$ cat src/rtl/bss_pkg.sv
package bss_pkg;
  typedef enum logic [1:0] {
    PH_READ   = 2'd0,
    PH_SAMPLE = 2'd1,
    PH_GAP    = 2'd2
  } phase_e;
endpackage

$ cat src/rtl/bss_timebase.sv
module bss_timebase
  import bss_pkg::*;
#(
  parameter int DIV    = 10,
  parameter int N_CELL = 8,
  localparam int DW    = $clog2(DIV),
  localparam int IW    = $clog2(N_CELL),
  localparam int HALF  = DIV / 2
) (
  input  logic          clk_i,
  input  logic          rst_ni,
  output phase_e        phase_o,
  output logic [IW-1:0] wr_idx_o,
  output logic          wrap_o,
  output logic          primed_o
);
  logic [DW-1:0] div_q;
  logic [IW-1:0] wr_q;
  logic          primed_q;
  logic          tick;

  assign tick   = (div_q == DW'(DIV - 1));
  assign wrap_o = tick && (wr_q == IW'(N_CELL - 1));

  always_ff @(posedge clk_i or negedge rst_ni) begin
    if (!rst_ni) begin
      div_q    <= '0;
      wr_q     <= '0;
      primed_q <= 1'b0;
    end else begin
      div_q <= tick ? '0 : div_q + 1'b1;
      if (tick) wr_q <= wr_q + 1'b1;
      if (wrap_o) primed_q <= 1'b1;
    end
  end

  always_comb begin
    if (div_q < DW'(HALF))          phase_o = PH_READ;
    else if (div_q == DW'(DIV - 1)) phase_o = PH_GAP;
    else                            phase_o = PH_SAMPLE;
  end

  assign wr_idx_o = wr_q;
  assign primed_o = primed_q;
endmodule

$ cat src/rtl/bss_delay_regs.sv
module bss_delay_regs #(
  parameter int N_CH  = 9,
  parameter int IW    = 3,
  parameter int SYNC  = 2,
  localparam int SW   = N_CH * IW
) (
  input  logic          clk_i,
  input  logic          rst_ni,
  input  logic          sclk_i,
  input  logic          cs_ni,
  input  logic          mosi_i,
  input  logic          load_i,
  input  logic          wrap_i,
  output logic [SW-1:0] act_o
);
  logic [SYNC-1:0] sclk_s, cs_s, mosi_s;
  logic            sclk_d;
  logic            shift_en;
  logic [SW-1:0]   shadow_q, act_q;
  logic            pend_q;

  always_ff @(posedge clk_i or negedge rst_ni) begin
    if (!rst_ni) begin
      sclk_s <= '0;
      cs_s   <= '1;
      mosi_s <= '0;
      sclk_d <= 1'b0;
    end else begin
      sclk_s <= {sclk_s[SYNC-2:0], sclk_i};
      cs_s   <= {cs_s[SYNC-2:0], cs_ni};
      mosi_s <= {mosi_s[SYNC-2:0], mosi_i};
      sclk_d <= sclk_s[SYNC-1];
    end
  end

  assign shift_en = sclk_s[SYNC-1] && !sclk_d && !cs_s[SYNC-1];

  always_ff @(posedge clk_i or negedge rst_ni) begin
    if (!rst_ni) begin
      shadow_q <= '0;
      act_q    <= '0;
      pend_q   <= 1'b0;
    end else begin
      if (shift_en) shadow_q <= {shadow_q[SW-2:0], mosi_s[SYNC-1]};
      if (wrap_i) begin
        if (pend_q || load_i) act_q <= shadow_q;
        pend_q <= 1'b0;
      end else if (load_i) begin
        pend_q <= 1'b1;
      end
    end
  end

  assign act_o = act_q;
endmodule

$ cat src/rtl/bss_read_map.sv
module bss_read_map #(
  parameter int N_CH   = 9,
  parameter int N_CELL = 8,
  localparam int IW    = $clog2(N_CELL)
) (
  input  logic [IW-1:0]          wr_idx_i,
  input  logic [N_CH*IW-1:0]     act_i,
  input  logic                   en_i,
  output logic [N_CH*N_CELL-1:0] rd_o
);
  for (genvar k = 0; k < N_CH; k++) begin : g_ch
    logic [IW-1:0] idx;
    // modulo wrap maps code 0 onto a full rotation
    assign idx = wr_idx_i - act_i[k*IW +: IW];
    assign rd_o[k*N_CELL +: N_CELL] = en_i ? (N_CELL'(1) << idx) : '0;
  end
endmodule

$ cat src/rtl/bf_strobe_seq.sv
module bf_strobe_seq
  import bss_pkg::*;
#(
  parameter int N_CH   = 9,
  parameter int N_CELL = 8,
  parameter int DIV    = 10,
  parameter int SYNC   = 2,
  localparam int IW    = $clog2(N_CELL)
) (
  input  logic                   clk_i,
  input  logic                   rst_ni,
  input  logic                   sclk_i,
  input  logic                   cs_ni,
  input  logic                   mosi_i,
  input  logic                   load_i,
  input  logic                   conv_done_i,
  output logic [N_CELL-1:0]      samp_o,
  output logic [N_CH*N_CELL-1:0] rd_o,
  output logic                   sum_rst_o
);
  phase_e             phase;
  logic [IW-1:0]      wr_idx;
  logic               wrap, primed;
  logic [N_CH*IW-1:0] act;
  logic               sum_rst_q;
  logic               rd_en;

  bss_timebase #(.DIV(DIV), .N_CELL(N_CELL)) u_tb (
    .clk_i    (clk_i),
    .rst_ni   (rst_ni),
    .phase_o  (phase),
    .wr_idx_o (wr_idx),
    .wrap_o   (wrap),
    .primed_o (primed)
  );

  bss_delay_regs #(.N_CH(N_CH), .IW(IW), .SYNC(SYNC)) u_regs (
    .clk_i  (clk_i),
    .rst_ni (rst_ni),
    .sclk_i (sclk_i),
    .cs_ni  (cs_ni),
    .mosi_i (mosi_i),
    .load_i (load_i),
    .wrap_i (wrap),
    .act_o  (act)
  );

  always_ff @(posedge clk_i or negedge rst_ni) begin
    if (!rst_ni) sum_rst_q <= 1'b0;
    else         sum_rst_q <= conv_done_i;
  end

  assign rd_en = primed && (phase == PH_READ) && !sum_rst_q;

  bss_read_map #(.N_CH(N_CH), .N_CELL(N_CELL)) u_map (
    .wr_idx_i (wr_idx),
    .act_i    (act),
    .en_i     (rd_en),
    .rd_o     (rd_o)
  );

  assign samp_o    = (phase == PH_SAMPLE) ? (N_CELL'(1) << wr_idx) : '0;
  assign sum_rst_o = sum_rst_q;
endmodule

$ cat config.mk
export PLATFORM = sky130hd
export DESIGN_NAME = bf_strobe_seq
export DESIGN_NICKNAME = d
export VERILOG_FILES = /design/src/rtl/bss_pkg.sv /design/src/rtl/bss_timebase.sv /design/src/rtl/bss_delay_regs.sv /design/src/rtl/bss_read_map.sv /design/src/rtl/bf_strobe_seq.sv
export SDC_FILE = /design/constraint.sdc
export NUM_CORES = 1
export LEC_CHECK = 0
export BUFFER_PORTS_ARGS = -buffer_cell sky130_fd_sc_hd__buf_2
export CAP_MARGIN = 30
export CORE_ASPECT_RATIO = 1.75
export CORE_UTILIZATION = 49
export DETAILED_ROUTE_END_ITERATION = 8
export PLACE_DENSITY = 0.76
export SETUP_SLACK_MARGIN = 0.3
export SLEW_MARGIN = 20
export SYNTH_ARGS = -nofsm -noshare
export SYNTH_HDL_FRONTEND = slang
export SYNTH_SLANG_ARGS = --single-unit
$ cat constraint.sdc
create_clock -name clk_i -period 2 [get_ports clk_i]
set_input_delay 0.1 -clock clk_i [delete_from_list [all_inputs] [get_ports clk_i]]
set_output_delay 0.1 -clock clk_i [all_outputs]
set_load 0.01 [all_outputs]
* Yosys cells after proc, flatten, opt, wreduce, memory -nomap -nowiden *
Cells that the tools add are included.

storage, ports and cells
  register bits after elaboration = 71
  bits of input ports = 7
  output and inout port bits = 81
  word-level logic and storage cells = 63

operators by class
  add/subtract/negate cells = 11
  order comparisons = 1
  equal/unequal tests = 3
  shifts and indexed selects = 10
  mux-type cells = 15
  reductions and logical operators = 12

operators with widths
  operator             count
  $mux 8               10
  $shl 1x3->8 const A  10
  $sub 3x3->3          9
  $logic_and 1x1->1    5
  $add 4x1->4 const B  1
  $eq 4x4->1 const B   1
  $lt 4x3->1 const B   1
  $mux 2               2
  $mux 4               1
  $add 3x1->3 const B  1
  $eq 3x3->1 const B   1
  $logic_not 1->1      3
  $eq 2x1->1 const B   1
  $logic_not 2->1      1
  $mux 1               2
  $reduce_and 2->1     1
  $reduce_bool 2->1    1
  $logic_or 1x1->1     1

* Logic depth before layout (Yosys ltp) *
  word-level depth = 7
  gate-level depth with buffers = 7
  depth with buffers taken out = 7

* Modules after synthesis *
A second synthesis with hierarchy kept.

unflattened totals
  cell total of the unflattened synthesis = 325
  area, all modules = 4195.3 um^2

by module, submodules not included
  module          instances  cells an instance  area an instance (um^2)  sequential area each (um^2)
  bss_delay_regs  1          125                2337.2                   1554.0
  bss_read_map    1          151                1358.8                   0.0
  bss_timebase    1          34                 395.4                    200.2
  bf_strobe_seq   1          15                 103.8                    25.0

* Worst setup path after synthesis *
No wires, ideal clock.

  path kind = reg2out
  start point = reg u_tb.wr_q[0], in the netlist u_tb.wr_idx_o[0]
  end point = out rd_o[13]
  arrival time = 2021 ps
  data required time = 1900 ps
  setup slack = -121 ps
  cell stages (with the launch flop) = 8
  path buffers = 0
  path through = dfrtp_1 > inv_1 > ha_1 > inv_1 > fa_1 > xnor2_1 > xnor2_1 > nor4_1

between the ends
  word-level cells in the longest chain between the ends = 3

RTL lines
  what                    RTL line             source
  from (decl)             bss_timebase.sv:18   logic [IW-1:0] wr_q;
  from (signal assigned)  bss_timebase.sv:32   if (tick) wr_q <= wr_q + 1'b1;
  $sub 3x3->3             bss_read_map.sv:14   assign idx = wr_idx_i - act_i[k*IW +: IW];
  $shl 1x3->8             bss_read_map.sv:15   assign rd_o[k*N_CELL +: N_CELL] = en_i ? (N_CELL'(1) << idx) : '0;
  $mux 8                  bss_read_map.sv:15
  to (decl)               bf_strobe_seq.sv:18  output logic [N_CH*N_CELL-1:0] rd_o,

Every way passes these cells.

* Final worst setup path *
  start point = reg u_tb.wr_q[0], in the netlist u_tb.wr_idx_o[0]
  end point = out rd_o[53]

The elaborated chain is that of the path after synthesis.

==> impl_results.md <==
* Total power draw at 3.167 mW
* Global-route wire length before repair at between 10000 and 15000 microns
* I/O pin count at 88
* Pre-CTS WS at -0.07582 ns
* Area grow syn2layout at 50.42%
* Synthesized area at approximately 4000 sq um
* FF+latch count, synth at between 70 and 80
* Startpoint Class: flop
* Initial core utilization at 0.5058
* GRT overflow at 0
* Die Y at around 120 microns
* Synthesized area per cell at roughly 11 sq um
* Worst-Skew Late Latency at around 0.33 ns
* Vias per cell at 5.374
* Dpl cells at ~520
* DR vias at about 3000
* Post-Syn Nets at 379
* Routed Antenna Nets at 0
* Worst setup startpoint: u_tb.wr_idx_o[0]$_DFFE_PN0N_
* Final period utilization at 1.171
* Die area at between 8000 and 9000 sq um
* Critical path class: reg -> out
* Synth Warn # at 0
* Worst path max stage delay at between 0.4 and 0.5 ns
* Synth Instances at approximately 350
* Detailed-route wire length at between 8000 and 9000 microns
* R2R Setup Slk at ~0.040 ns
* Placer congestion estimate at ~0.76
* GRT Total Usage at 0.2243
* Die width at ~70 microns
* Share of layout cells above drive strength 1 at 0.6695
* Failing checks: negative setup slack
* Initial DRC count at slightly above 90
* Max-cap violations at 0
* Slowest-stage cell, CP: dfrtp_2
* Setup violators final at just over 70
* Max H-tree Level at 3
* Clk pin slew, worst setup/hold paths at around 0.050 ns
* Fillcell total at a little over 500
* CP cell instances: inv_4 > ha_1 > inv_1 > fa_2 > xnor2_4 > xnor2_1 > buf_4 > nor4_4 > buf_2
* Initial antenna violation count at 0
* Unique masters post-synth at 30
* Dpl hpwl at about 5700 microns
* Synth async-reset ratio at 1.000
* RR Startpoint: u_tb.wr_idx_o[0]$_DFFE_PN0N_
* Residual DRC at 0
* Final nets at roughly 490
* Tmin final at roughly 2.3 ns
* Area of the core at between 7000 and 8000 sq um
* Clk_skew at 0.009125 ns
* Final WS setup at -0.3429 ns
* Largest net degree at the start of global routing at 73
* Root Driver: clkbuf_16
* Highest-count cells in the layout ignoring fill and taps: buf_2, dfrtp_1, nor3_2, mux2_2, mux2_4
* PortBufs at just under 90
* Peak supply drop at 0.6508 mV
* WL/cell at between 15 and 20 microns
* Post-route setup TNS at -20.39 ns
* Num CTS Buffers at 9
* Maximum fanout along the worst path at 5
* CP endpoint kind: output port
* RSZ-0062 raised after global routing: yes
* Vias in the first global route at 2961
* Pwr/cell area at 526.3 nW/um^2
* Hold Path Class: in -> reg
* Status: complete, but fails checks
* Final Max Tran Viols at 0
* Ys flop type: dfrtp_1
* Max Freq at between 0.4 and 0.5 GHz
* Slew @ Worst Pin at 0.4538 ns
* EDFF count, synth at 0
* Register area share after synthesis at 0.4448
* HP Start: load_i
* CTS Buffer Depth at 2
* Fin. Hold Viols at 0
* Non-Filler Instances at between 500 and 600
* CTS tree: built
* Worst Path Arrival at roughly 2.2 ns
* FP Rows at 43
* Pre-antenna DRT Iters at 4
* ANT cells at 0
* Required @ worst endpoint at ~1.9 ns
* Commonest non-fill, non-tap cell in the layout: buf_2
* Slew headroom at 0.6975
* P_leak at ~2.7 nW
* Clock Sinks at roughly 70
-- metal layers --
metal | wire length, microns | part of all wire | up-vias | GRT usage
li1 | - | - | 1428 | -
met2 | 4869 | 0.54 | 77 | 0.3970
met4 | 116 | 0.013 | 0 | 0.08125
met1 | 3688 | 0.41 | 1472 | 0.2740
met3 | 308 | 0.034 | 11 | 0.03405
met5 | 0 | 0 | - | 0
-- power by group --
group          total [mW]  leakage, nW  switching [mW]  internal (mW)
Sequential           1.60        0.933          0.0733           1.53
Clock                1.42        0.134           0.519          0.905
Combinational       0.144         1.62          0.0614         0.0825
-- cell type report --
type,count,area (sq um),share of cell area
Clock inverter,1,5.005,0.0008318
Inverter,25,96.34,0.01601
Timing Repair Buffer,118,832.0,0.1383
Sequential cell,71,1785,0.2967
Tap cell,90,112.6,0.01871
Timing Repair inverter,1,7.507,0.001248
Clock buffer,15,267.8,0.04450
Multi-Input combinational cell,235,2910,0.4837
-- registers in the layout, summed over array words and instances (netlist names), 2 cells and up --
| signal | count |
|---|---|
| u_regs.act_o | 27 |
| u_regs.cs_s | 2 |
| u_regs.mosi_s | 2 |
| u_regs.sclk_s | 2 |
| u_regs.shadow_q | 27 |
| u_tb.div_q | 4 |
| u_tb.wr_idx_o | 3 |
-- logic make-up after synthesis --
logic type	after synthesis	share of synthesized area
and+or+nand+nor	117	0.1605
DFF	71	0.4448
muxes	55	0.1736
buffers and inverters	42	0.05161
xor gates and xnor gates	29	0.06350
adders and majority gates	24	0.09196
AOI/OAI and AO/OA	10	0.01408
-- stage by stage --
| stage | hold slack (ns) | util | area [sq um] |
|---|---|---|---|
| 6_report | 0.03997 | 0.7608 | 6017 |
| 5_1_grt | 0.08323 | 0.7608 | 6017 |
| 4_1_cts | 0.03898 | 0.7428 | 5874 |
| 3_5_place_dp | 0.1501 | 0.6464 | 5112 |
| 3_3_place_gp | 0.1439 | 0.6464 | 5112 |
| 2_1_floorplan | -0.1956 | - | 4517 |
-- what timing repair did --
| item | CTS | global route |
|---|---|---|
| buffers inserted | 2 | 7 |
| pin swaps | 5 | 13 |
| resized for setup | 50 | 19 |
| hold buffers | 5 | 0 |
| hold endpoints to repair | 73 | 0 |
| endpoints found under the setup margin | 107 | 107 |
| gates cloned | 4 | 0 |
-- worst paths after layout --
check / to / cells past startpoint
max in group asynchronous: u_tb.wr_idx_o[1]$_DFFE_PN0N_ / 3
worst min register to register: u_regs.sclk_s[1]$_DFF_PN0_ / 0
worst max-delay path: rd_o[53] / 9
min in group asynchronous: u_regs.sclk_s[1]$_DFF_PN0_ / 3
worst min-delay path: u_regs.pend_q$_DFFE_PN0P_ / 3
worst max register to register: u_regs.act_o[14]$_DFFE_PN0P_ / 8
-- cells in the mapped netlist (2+ instances only) --
library cell	number	area [sq um]
a21oi_1	4	20.02
and2_1	2	12.51
and3_1	6	37.54
buf_12	2	40.04
buf_2	4	20.02
clkbuf_1	9	33.78
dfrtp_1	69	1727
dfstp_2	2	52.55
fa_1	9	180.2
ha_1	15	187.7
inv_1	25	93.84
mux2_2	35	394.1
mux2_4	20	300.3
nand2_1	11	41.29
nand2b_1	18	112.6
nor2_1	2	7.510
nor3_1	54	270.3
nor3b_1	2	15.01
nor4_1	18	112.6
o21ai_0	4	20.02
xnor2_1	28	245.2
-- worst max-delay path, delay by kind of cell, from the launching register on --
family | cells | cell delay, ns
DFF | 1 | 0.45
xor gates and xnor gates | 2 | 0.29
buffers and inverters | 4 | 0.51
adders and majority gates | 2 | 0.53
and+or+nand+nor | 1 | 0.14
Note: power is estimated with default switching activity, not from simulation.
